File: src/rtl/swz_pkg.sv
package swz_pkg;

    localparam int DW = 64;

    localparam logic [2:0] SEL_SKIP = 3'b000;
    localparam logic [2:0] SEL_END  = 3'b001;
    localparam logic [2:0] SEL_ONE  = 3'b011;

    typedef enum logic [1:0] {ST_IDLE, ST_LOAD, ST_RUN, ST_HOLD} seq_st_t;

    typedef struct packed {
        logic [11:0] swz;
        logic [1:0]  sub_m1;
        logic        pack;
        logic        unpack;
        logic        vf;
        logic        sat;
        logic        sgn;
        logic [1:0]  ew;
    } swz_cfg_t;

    typedef struct packed {
        logic       hit;
        logic [1:0] pos;
    } scan_t;

    function automatic logic [2:0] sel_of(input logic [11:0] imm, input logic [1:0] k);
        return imm[3*k +: 3];
    endfunction

    // lowest position holding the end marker
    function automatic scan_t marker_scan(input logic [11:0] imm);
        scan_t r;
        r = '0;
        for (int k = 3; k >= 0; k--)
            if (sel_of(imm, 2'(k)) == SEL_END) begin
                r.hit = 1'b1;
                r.pos = 2'(k);
            end
        return r;
    endfunction

    function automatic logic [2:0] dst_len(input logic [11:0] imm);
        scan_t m;
        m = marker_scan(imm);
        return m.hit ? ({1'b0, m.pos} + 3'd1) : 3'd4;
    endfunction

    function automatic logic [3:0] src_mask(input logic [11:0] imm, input logic [1:0] sub_m1);
        scan_t m;
        logic [3:0] r;
        m = marker_scan(imm);
        for (int k = 0; k < 4; k++)
            r[k] = (2'(k) <= sub_m1) && (!m.hit || (2'(k) < m.pos))
                   && (sel_of(imm, 2'(k)) != SEL_SKIP);
        return r;
    endfunction

    function automatic logic [3:0] dst_mask(input logic [11:0] imm);
        logic [2:0] len;
        logic [3:0] r;
        len = dst_len(imm);
        for (int k = 0; k < 4; k++)
            r[k] = (3'(k) < len) && (sel_of(imm, 2'(k)) != SEL_SKIP);
        return r;
    endfunction

    // lowest set bit of m at or above position 'from'
    function automatic scan_t lowest_from(input logic [3:0] m, input logic [2:0] from);
        scan_t r;
        r = '0;
        for (int k = 3; k >= 0; k--)
            if (m[k] && (3'(k) >= from)) begin
                r.hit = 1'b1;
                r.pos = 2'(k);
            end
        return r;
    endfunction

    function automatic logic [DW-1:0] const_val(input logic [2:0] sel, input logic sat,
                                                input logic sgn, input logic [1:0] ew);
        logic [6:0] width;
        logic [6:0] sh;
        if (sel != SEL_ONE) return '0;
        if (!sat) return DW'(1);
        width = 7'd8 << ew;
        sh    = 7'd64 - width + {6'd0, sgn};
        return {DW{1'b1}} >> sh;
    endfunction

endpackage

File: src/rtl/swz_walker.sv
module swz_walker
    import swz_pkg::*;
#(
    parameter int VL_W = 6
) (
    input  logic            clk,
    input  logic            rst,
    input  logic            init,
    input  logic            adv,
    input  logic [3:0]      mask,
    input  logic            outer,
    input  logic [VL_W-1:0] vl,
    output logic [VL_W-1:0] i_pos,
    output logic [1:0]      j_pos,
    output logic            ex,
    output logic            last
);

    logic [VL_W-1:0] i_q, i_n;
    logic [1:0]      j_q, j_n;
    logic            ex_q, ex_n, i_more;
    scan_t           lo, hi;

    always_comb begin
        i_more = ({1'b0, i_q} + 1'b1) < {1'b0, vl};
        lo     = lowest_from(mask, 3'd0);
        hi     = lowest_from(mask, {1'b0, j_q} + 3'd1);
        i_n    = i_q;
        j_n    = j_q;
        ex_n   = 1'b0;
        if (outer) begin
            if (i_more) begin
                i_n = i_q + 1'b1;
            end else if (hi.hit) begin
                i_n = '0;
                j_n = hi.pos;
            end else begin
                ex_n = 1'b1;
            end
        end else begin
            if (hi.hit) begin
                j_n = hi.pos;
            end else if (i_more) begin
                i_n = i_q + 1'b1;
                j_n = lo.pos;
            end else begin
                ex_n = 1'b1;
            end
        end
    end

    always_ff @(posedge clk) begin
        if (rst) begin
            i_q  <= '0;
            j_q  <= '0;
            ex_q <= 1'b1;
        end else if (init) begin
            i_q  <= '0;
            j_q  <= lo.pos;
            ex_q <= (vl == '0) || !lo.hit;
        end else if (adv && !ex_q) begin
            i_q  <= i_n;
            j_q  <= j_n;
            ex_q <= ex_n;
        end
    end

    assign i_pos = i_q;
    assign j_pos = j_q;
    assign ex    = ex_q;
    assign last  = !ex_q && ex_n;

endmodule

File: src/rtl/swz_seq.sv
module swz_seq
    import swz_pkg::*;
#(
    parameter int VL_W = 6
) (
    input  logic              clk,
    input  logic              rst,
    input  logic              start,
    input  logic              step_req,
    input  logic [VL_W-1:0]   vl_in,
    input  logic [1:0]        subvl_m1,
    input  logic [11:0]       swz_imm,
    input  logic              pack_en,
    input  logic              unpack_en,
    input  logic              vfirst,
    input  logic              sat_en,
    input  logic              sat_signed,
    input  logic [1:0]        ew_sel,
    output logic              mv_valid,
    output logic              mv_const,
    output logic [VL_W+1:0]   mv_src_idx,
    output logic [1:0]        mv_lane,
    output logic [DW-1:0]     mv_const_val,
    output logic [VL_W+1:0]   mv_dst_idx,
    output logic              grp_done,
    output logic              seq_done
);

    localparam int IDX_W = VL_W + 2;
    localparam int NWALK = 2;   // 0: source, 1: destination

    seq_st_t         st_q;
    swz_cfg_t        cfg_q;
    logic [VL_W-1:0] vl_q;
    logic [2:0]      cnt_q;
    logic            grp_q;

    logic [2:0]      d_len, s_len, g_size, s_sel;
    logic            fire, last_mv, cnt_hit, any_ex;
    logic            cfg_vf, cfg_sat;

    logic [NWALK-1:0][3:0]      w_mask;
    logic [NWALK-1:0]           w_outer, w_ex, w_last;
    logic [NWALK-1:0][VL_W-1:0] w_i;
    logic [NWALK-1:0][1:0]      w_j;

    always_comb begin
        w_mask[0]  = src_mask(cfg_q.swz, cfg_q.sub_m1);
        w_mask[1]  = dst_mask(cfg_q.swz);
        w_outer[0] = cfg_q.pack;
        w_outer[1] = cfg_q.unpack;
        d_len      = dst_len(cfg_q.swz);
        s_len      = {1'b0, cfg_q.sub_m1} + 3'd1;
        if (cfg_q.pack && cfg_q.unpack) g_size = 3'd1;
        else if (cfg_q.pack)            g_size = d_len;
        else                            g_size = s_len;
    end

    for (genvar g = 0; g < NWALK; g++) begin : g_walk
        swz_walker #(.VL_W(VL_W)) u_walk (
            .clk   (clk),
            .rst   (rst),
            .init  (st_q == ST_LOAD),
            .adv   (fire),
            .mask  (w_mask[g]),
            .outer (w_outer[g]),
            .vl    (vl_q),
            .i_pos (w_i[g]),
            .j_pos (w_j[g]),
            .ex    (w_ex[g]),
            .last  (w_last[g])
        );
    end

    assign any_ex  = |w_ex;
    assign fire    = (st_q == ST_RUN) && !any_ex;
    assign last_mv = fire && (|w_last);
    assign cnt_hit = (cnt_q + 3'd1) == g_size;

    always_ff @(posedge clk) begin
        if (rst) begin
            st_q  <= ST_IDLE;
            cfg_q <= '0;
            vl_q  <= '0;
            cnt_q <= '0;
            grp_q <= 1'b0;
        end else begin
            grp_q <= fire && cfg_q.vf && (cnt_hit || last_mv);
            if (start) begin
                cfg_q <= '{swz: swz_imm, sub_m1: subvl_m1, pack: pack_en,
                           unpack: unpack_en, vf: vfirst, sat: sat_en,
                           sgn: sat_signed, ew: ew_sel};
                vl_q  <= vl_in;
                st_q  <= ST_LOAD;
                cnt_q <= '0;
                grp_q <= 1'b0;
            end else begin
                unique case (st_q)
                    ST_LOAD: st_q <= ST_RUN;
                    ST_RUN: begin
                        if (!fire) begin
                            st_q <= ST_IDLE;
                        end else if (cfg_q.vf && cnt_hit && !last_mv) begin
                            st_q  <= ST_HOLD;
                            cnt_q <= '0;
                        end else begin
                            cnt_q <= cnt_q + 3'd1;
                        end
                    end
                    ST_HOLD: if (step_req) st_q <= ST_RUN;
                    default: st_q <= ST_IDLE;
                endcase
            end
        end
    end

    always_comb begin
        s_sel        = sel_of(cfg_q.swz, w_j[0]);
        mv_valid     = fire;
        mv_const     = !s_sel[2];
        mv_lane      = s_sel[1:0];
        mv_const_val = const_val(s_sel, cfg_q.sat, cfg_q.sgn, cfg_q.ew);
        if (cfg_q.pack)
            mv_src_idx = IDX_W'(s_sel[1:0]) * IDX_W'(vl_q) + IDX_W'(w_i[0]);
        else
            mv_src_idx = IDX_W'(w_i[0]) * IDX_W'(s_len) + IDX_W'(s_sel[1:0]);
        if (cfg_q.unpack)
            mv_dst_idx = IDX_W'(w_j[1]) * IDX_W'(vl_q) + IDX_W'(w_i[1]);
        else
            mv_dst_idx = IDX_W'(w_i[1]) * IDX_W'(d_len) + IDX_W'(w_j[1]);
        seq_done     = (st_q == ST_RUN) && any_ex;
        grp_done     = grp_q;
    end

    assign cfg_vf  = cfg_q.vf;
    assign cfg_sat = cfg_q.sat;

endmodule

File: config.mk
export PLATFORM = sky130hd
export DESIGN_NAME = swz_seq
export DESIGN_NICKNAME = d
export VERILOG_FILES = /design/src/rtl/swz_pkg.sv /design/src/rtl/swz_walker.sv /design/src/rtl/swz_seq.sv
export SDC_FILE = /design/constraint.sdc
export NUM_CORES = 1
export LEC_CHECK = 0
export BUFFER_PORTS_ARGS = -buffer_cell sky130_fd_sc_hd__clkbuf_2
export CELL_PAD_IN_SITES_DETAIL_PLACEMENT = 0
export CELL_PAD_IN_SITES_GLOBAL_PLACEMENT = 1
export CORE_MARGIN = 3
export CORE_UTILIZATION = 45
export DETAILED_ROUTE_END_ITERATION = 10
export GPL_TIMING_DRIVEN = 1
export PLACE_DENSITY = 0.85
export SLEW_MARGIN = 20
export SYNTH_ARGS = -nofsm -noshare
export SYNTH_HDL_FRONTEND = slang
export SYNTH_SLANG_ARGS = --single-unit
File: constraint.sdc
create_clock -name clk -period 7.8 [get_ports clk]
set_input_delay 0.39 -clock clk [delete_from_list [all_inputs] [get_ports clk]]
set_output_delay 0.39 -clock clk [all_outputs]
set_load 0.1 [all_outputs]
======== After elaboration in Yosys (flattened, before gate mapping) ========
Index checks and enable logic that the tools add are counted.
cells by class
  equality and inequality tests ........... 19
  shifts and indexed selects .............. 3
  magnitude comparators ................... 22
  add/sub/neg operators ................... 15
  reduce and logical (&&, ||, !) cells .... 71
  multipliers ............................. 5
  multiplexer cells ....................... 76
operators by type and width
  operator                                                                             number
  64-bit 2-to-1 mux                                                                    4
  3-bit 2-to-1 mux                                                                     24
  64-bit by 7-bit right shift with 64-bit output (first input constant)                1
  6-bit 2-to-1 mux                                                                     10
  2-bit 2-to-1 mux                                                                     17
  1-bit logical AND                                                                    32
  1-bit 2-to-1 mux                                                                     18
  3-bit nonzero test                                                                   6
  8-bit by 2-bit adder with 8-bit output                                               2
  8-bit by 6-bit adder with 8-bit output                                               2
  2-bit by 6-bit multiplier with 8-bit output                                          2
  6-bit by 3-bit multiplier with 8-bit output                                          2
  8-bit 2-to-1 mux                                                                     2
  4-bit AND reduction                                                                  4
  6-bit by 1-bit adder with 7-bit output (second input constant)                       2
  7-bit by 6-bit less-than comparator with 1-bit output                                2
  2-bit by 1-bit adder with 3-bit output (second input constant)                       4
  6-bit by 1-bit adder with 6-bit output (second input constant)                       2
  3-bit by 1-bit == test with 1-bit output (second input constant)                     4
  1-bit by 3-bit greater-or-equal comparator with 1-bit output (first input constant)  4
  2-bit by 3-bit greater-or-equal comparator with 1-bit output (first input constant)  4
  2-bit nonzero test                                                                   6
  12-bit by 5-bit variable part select with 3-bit output                               1
  3-bit != test (second input constant)                                                3
  other kinds (24)                                                                     53
word-level totals
  input bits .............................. 31
  output and inout port bits .............. 86
  flip-flop bits (word level) ............. 51

======== Depth between registers and ports, before layout ========
  word-level depth ........................ 26
  gate-level depth with buffers ........... 18
  mapped depth without buffers ............ 17

======== By module ========
Synthesis repeated with hierarchy kept, for this count alone.
unflattened totals
  cells, all modules ...................... 736
  area total of the unflattened synthesis .. 5915.7 µm²
modules (own cells, without submodules)
  module                          cells an instance  area each (µm²)  sequential area each (µm²)  times used
  swz_seq                         524                4240.3           660.6                       1
  swz_walker at g_walk[1].u_walk  106                867.1            180.2                       1
  swz_walker at g_walk[0].u_walk  106                808.3            180.2                       1

======== Least setup slack after synthesis ========
No wires, ideal clock.
  kind .................................... reg2out
  start ................................... register g_walk[0].u_walk.j_q[0]
  end ..................................... output port mv_const_val[33]
  slack ................................... 0.959 ns
  path buffers ............................ 2
  data required time ...................... 7.410 ns
  arrival time ............................ 6.451 ns
  cell stages (with the launch flop) ...... 10
  cell sequence ........................... dfxtp_1 > clkbuf_1 > mux4_2 > inv_1 > and3_1 > nand2_1 > inv_1 > nand2_1 > nor2_1 > buf_4
between the ends
  cells in the longest elaborated chain, start to end .. 5
ends and longest elaborated chain
  element                                                 line              source
  start, declared                                         swz_walker.sv:20  logic [1:0] j_q, j_n;
  start signal, assigned                                  swz_walker.sv:59  j_q <= lo.pos;
  start signal, assigned                                  swz_walker.sv:63  j_q <= j_n;
  2-bit by 2-bit multiplier with 4-bit output             swz_pkg.sv:28     return imm[3*k +: 3];
  12-bit by 5-bit variable part select with 3-bit output  swz_pkg.sv:28
  3-bit by 2-bit != test with 1-bit output                swz_pkg.sv:84     if (sel != SEL_ONE) return '0;
  1-bit 2-to-1 mux                                        swz_pkg.sv:84
  64-bit 2-to-1 mux                                       swz_pkg.sv:85     if (!sat) return DW'(1);
  end, declared                                           swz_seq.sv:23     output logic [DW-1:0] mv_const_val,
No other way between the ends.

======== Worst setup path after layout ========
  start ................................... register cfg_q[16] (netlist bit)
  end ..................................... output port mv_dst_idx[7]
between the ends
  cells in the longest elaborated chain, start to end .. 9
ends and longest elaborated chain
  element                                        line            source
  start, declared                                swz_seq.sv:33   swz_cfg_t cfg_q;
  start signal, assigned                         swz_seq.sv:90   cfg_q <= '{swz: swz_imm, sub_m1: subvl_m1, pack: pack_en,
  3-bit by 1-bit == test with 1-bit output *     swz_pkg.sv:36   if (sel_of(imm, 2'(k)) == SEL_END) begin
  3-bit 2-to-1 mux * (3 in series)               swz_pkg.sv:36
  2-bit by 1-bit adder with 3-bit output         swz_pkg.sv:46   return m.hit ? ({1'b0, m.pos} + 3'd1) : 3'd4;
  3-bit 2-to-1 mux *                             swz_pkg.sv:46
  6-bit by 3-bit multiplier with 8-bit output *  swz_seq.sv:130  mv_dst_idx = IDX_W'(w_i[1]) * IDX_W'(d_len) + IDX_W'(w_j[1]);
  8-bit by 2-bit adder with 8-bit output *       swz_seq.sv:130
  8-bit 2-to-1 mux *                             swz_seq.sv:127  if (cfg_q.unpack)
  end, declared                                  swz_seq.sv:24   output logic [VL_W+1:0] mv_dst_idx,
Mark *: on every way between the ends. The rest lies on a longest branch, timed or not.

==> metrics.sh <==
CLK_PATH_BUF_DEPTH=2
PLACED_CELLS=912
FLOW.AREA_GROWTH_FROM_SYNTHESIS_PCT=8.22
DRT_ITER0_MARKERS=239
GRTUSAGEMET1_PCT=27.0
WORST_SLEW_MARGIN_REL_PCT=33.7
FINCLKSKEW_PS=9.17
SYNTHESIS.AREA_MM2=0.00564
POST_CTS_RESIZED=0
ROWS=40
SETUP.WORST_PATH.START_CLASS='register'
WORSTPATHARRIVAL_PS=4910
TIMING_WORST_SLEW_PIN_VALUE_PS=995
INITIAL_STANDARD_CELL_UTILIZATION_OF_THE_CORE_PCT=46.6
POSTSYNTH.TOPFLOPCELL='dfxtp_1'
FINAL_LAYOUT_SETUP_TOTAL_NEGATIVE_SLACK_PS=0
GLOBALROUTE.BUSIESTLAYER='met2'
CLK_LATENCY_PS=300
CTS_INSERTED_BUFFERS=5
REMAINING_DRC_ERRORS=0
FINAL_MIN_PERIOD_OVER_CLOCK_PERIOD_PCT=67.9
DESIGN.PORTCOUNT=117
ROUTED_WIRE_LENGTH_PER_INSTANCE_UM=15.2
CLK_PIN_SLEW_WORST_PATHS_PS=80
NUM-NETS-FINAL=865
HTREEDEPTH=2
DRV_SLEW=0
RELATIVE_CONTRIBUTION_OF_SEQUENTIAL_CELLS_TO_TOTAL_POWER_PCT=40.1
POWER-PER-CELL-AREA_mW_PER_MM2=119
DESIGN_AREA_MM2=0.00611
POST-CTS-SETUP-BUFFERS=0
TIMING_WORST_SETUP_PATH_TYPE='reg2out'
ASYNC_RESET_FF_SHARE_PCT=0
PLACE.GP.CONGESTION=0.861
MAX_CLOCK_FREQ_MHz=189
SYN_AVG_CELL_AREA_UM2=7.99
WORST_SETUP_PATH_END_KIND='primary output'
POST-ROUTE-WORST-SETUP-SLACK_PS=2500
HOLD_SLACK_PS=323
BUFFER_PORTS.INSERTED=116
CLOCK-SINKS=51
WL_MM=14.0
POST-ROUTE-MIN-PERIOD_PS=5300
POWER_SWITCHING_SHARE_PCT=34.3
FINALSETUPVIOLATIONS=0
DIE_H_UM=118
ANTENNA_VIOLATIONS_BEFORE_REPAIR=0
STATUS='completed'
FINAL_CELLS=920
WORSTPATHMAXFANOUT=7
FILLER_CELL_COUNT=1263
TOTAL_CHIP_POWER_mW=0.729
PLACEMENT.SETUP.WORST_SLACK_PS=2820
MAXCAPVIOLCOUNT=0
CELLINTERNALPOWER_mW=0.480
PLACEDINSTANCEAREA_MM2=0.00594
FLOORPLAN.CORE_AREA_MM2=0.0121
SYNTH_NETS=820
CTS_TREE='yes'
CELLLEAKAGEPOWER_nW=3.22
FINAL_HOLD_VIOL_COUNT=0
SYNTH-SEQ-AREA-SHARE_PCT=18.1
NUM_VIAS=4825
DRT_FIRST_PASS_ITERS=5
SWITCHING_POWER_TOTAL_mW=0.250
GR_OVERFLOW_TOTAL=0
WORSTHOLDPATHTYPE='in2reg'
POWER_FRAC_CLOCK_PCT=35.3
GRT_PASS1_VIAS=4794
RSZ_0062_RAISED_AFTER_GLOBAL_ROUTING='false'
FINAL_COMMON_CELL='clkbuf_2'
AREA_OF_THE_DIE_MM2=0.0139
TIMING.CRITICAL_PATH.REQUIRED_PS=7410
ANT_NETS=0
CTS.ROOT.BUFFER_CELL='clkbuf_16'
SYNTH_CELLS=706
GRT_TOTAL_USAGE_PCT=20.6
POWER_FRAC_COMB_PCT=24.6
DRIVE_GT1_SHARE_PCT=19.7
MOSTFREQUENTLAYOUTCELLS='clkbuf_2 (116), inv_1 (75), nor2_1 (67)'
DIEWIDTH_UM=118
SYNTH_ENABLE_FLOP_CELLS=0
ANTENNA_CELLS_INSERTED=0
GLOBAL_ROUTING_MET3_RESOURCE_UTILIZATION_PCT=3.22
SYNTH_CELL_TYPE_COUNT=68
DETAILEDPLACEMENTHPWL_MM=11.2
CTS-HOLD-FIX-BUFFERS=0
FIRST_PASS_GRT_WIRE_LENGTH_MM=24.0
MET2_RESOURCE_USE_GR_PCT=36.1
POST_DRT_VIA_CELL_RATIO=5.24
LARGEST_NET_DEGREE_AT_THE_START_OF_GLOBAL_ROUTING=36
SYNTH-WARNING-COUNT=0
FINISHED_CORE_UTIL_PCT=50.4
YS_SEQ_ELEMENTS=51
WORST_IR_DROP_VDD_V=0.0000911
## cells in the mapped netlist (4+ instances only)
cell type / instances / area [µm²]
mux2_2: 4 / 45.0
and2_1: 9 / 56.3
o22ai_1: 6 / 37.5
mux2i_1: 32 / 320
a21oi_1: 53 / 265
nand2_1: 66 / 248
and3_1: 7 / 43.8
o21ai_0: 14 / 70.1
nor3_1: 12 / 60.1
o31ai_1: 4 / 30.0
nand2b_1: 7 / 43.8
o21bai_1: 8 / 60.1
xnor2_1: 23 / 201
or3_1: 4 / 25.0
ha_1: 61 / 763
nand3_1: 11 / 55.1
clkbuf_1: 19 / 71.3
inv_1: 75 / 282
buf_4: 54 / 405
dfxtp_1: 51 / 1020
fa_1: 22 / 440
a21o_1: 15 / 113
nor2_1: 68 / 255
xor2_1: 8 / 70.1
## worst max-delay path: stages (launching register included)
cell and delay, ps:
dfxtp_1 360, or3b_2 540, a21oi_1 160, nor2_1 60, ha_1 230, inv_1 130, o41ai_4 130, and2_1 220
fa_1 500, ha_1 350, fa_1 460, a21o_1 190, a21oi_1 200, o21bai_1 90, a21oi_1 180, xnor2_1 140
nor2_1 50, a21oi_1 140, clkbuf_2 470
## cells by family after synthesis
family,after synthesis,share of synthesized area [%]
AO/OA/AOI/OAI,142,17.1
buffers and inverters,154,13.9
flip-flops,51,18.1
XOR/XNOR,31,4.81
adder cells (fa/ha/maj),83,21.3
multiplexers,39,7.67
AND/OR/NAND/NOR,206,17.2
## cell type report
cell class	instances	area [µm²]	area share [%]
Tap cell	168	210	3.44
Sequential cell	51	1020	16.7
Inverter	76	285	4.67
Multi-Input combinational cell	501	3840	62.9
Clock buffer	5	125	2.05
Timing Repair Buffer	116	581	9.50
Clock inverter	3	43.8	0.717
## per-layer routing
layer | routed length [µm] | up-vias | part of all wire, %
li1 | - | 2444 | -
met1 | 6400 | 2238 | 46
met2 | 6730 | 132 | 48
met3 | 694 | 11 | 5.0
met4 | 125 | 0 | 0.90
met5 | 0 | - | 0
## final timing paths
check                                      to  depth (start not counted)  slack, ps                      start
worst max register to register        st_q[0]                         10       4880  g_walk[1].u_walk.i_pos[0]
worst min register to register       cnt_q[1]                          2        480                   cnt_q[1]
worst min-delay path                cfg_q[15]                          3        320                 swz_imm[6]
worst max-delay path            mv_dst_idx[7]                         18       2500                  cfg_q[16]
## power groups by stage
| stage | registers, mW | clock network (mW) | logic, mW |
|---|---|---|---|
| 2_1_floorplan | 0.285 | 0 | 0.147 |
| 4_1_cts | 0.292 | 0.262 | 0.179 |
| 3_5_place_dp | 0.298 | 0 | 0.178 |
| 6_report | 0.292 | 0.258 | 0.179 |
| 5_1_grt | 0.295 | 0.271 | 0.196 |
| 3_3_place_gp | 0.297 | 0 | 0.177 |
## flip-flops by register name (all words and copies together) (netlist names)
register             flops
g_walk.u_walk.i_pos     12
st_q                     2
g_walk.u_walk.ex         2
cfg_vf                   1
grp_done                 1
cfg_q                   19
cfg_sat                  1
cnt_q                    3
g_walk.u_walk.j_pos      4
vl_q                     6
Note: power is estimated with default switching activity, not from simulation.
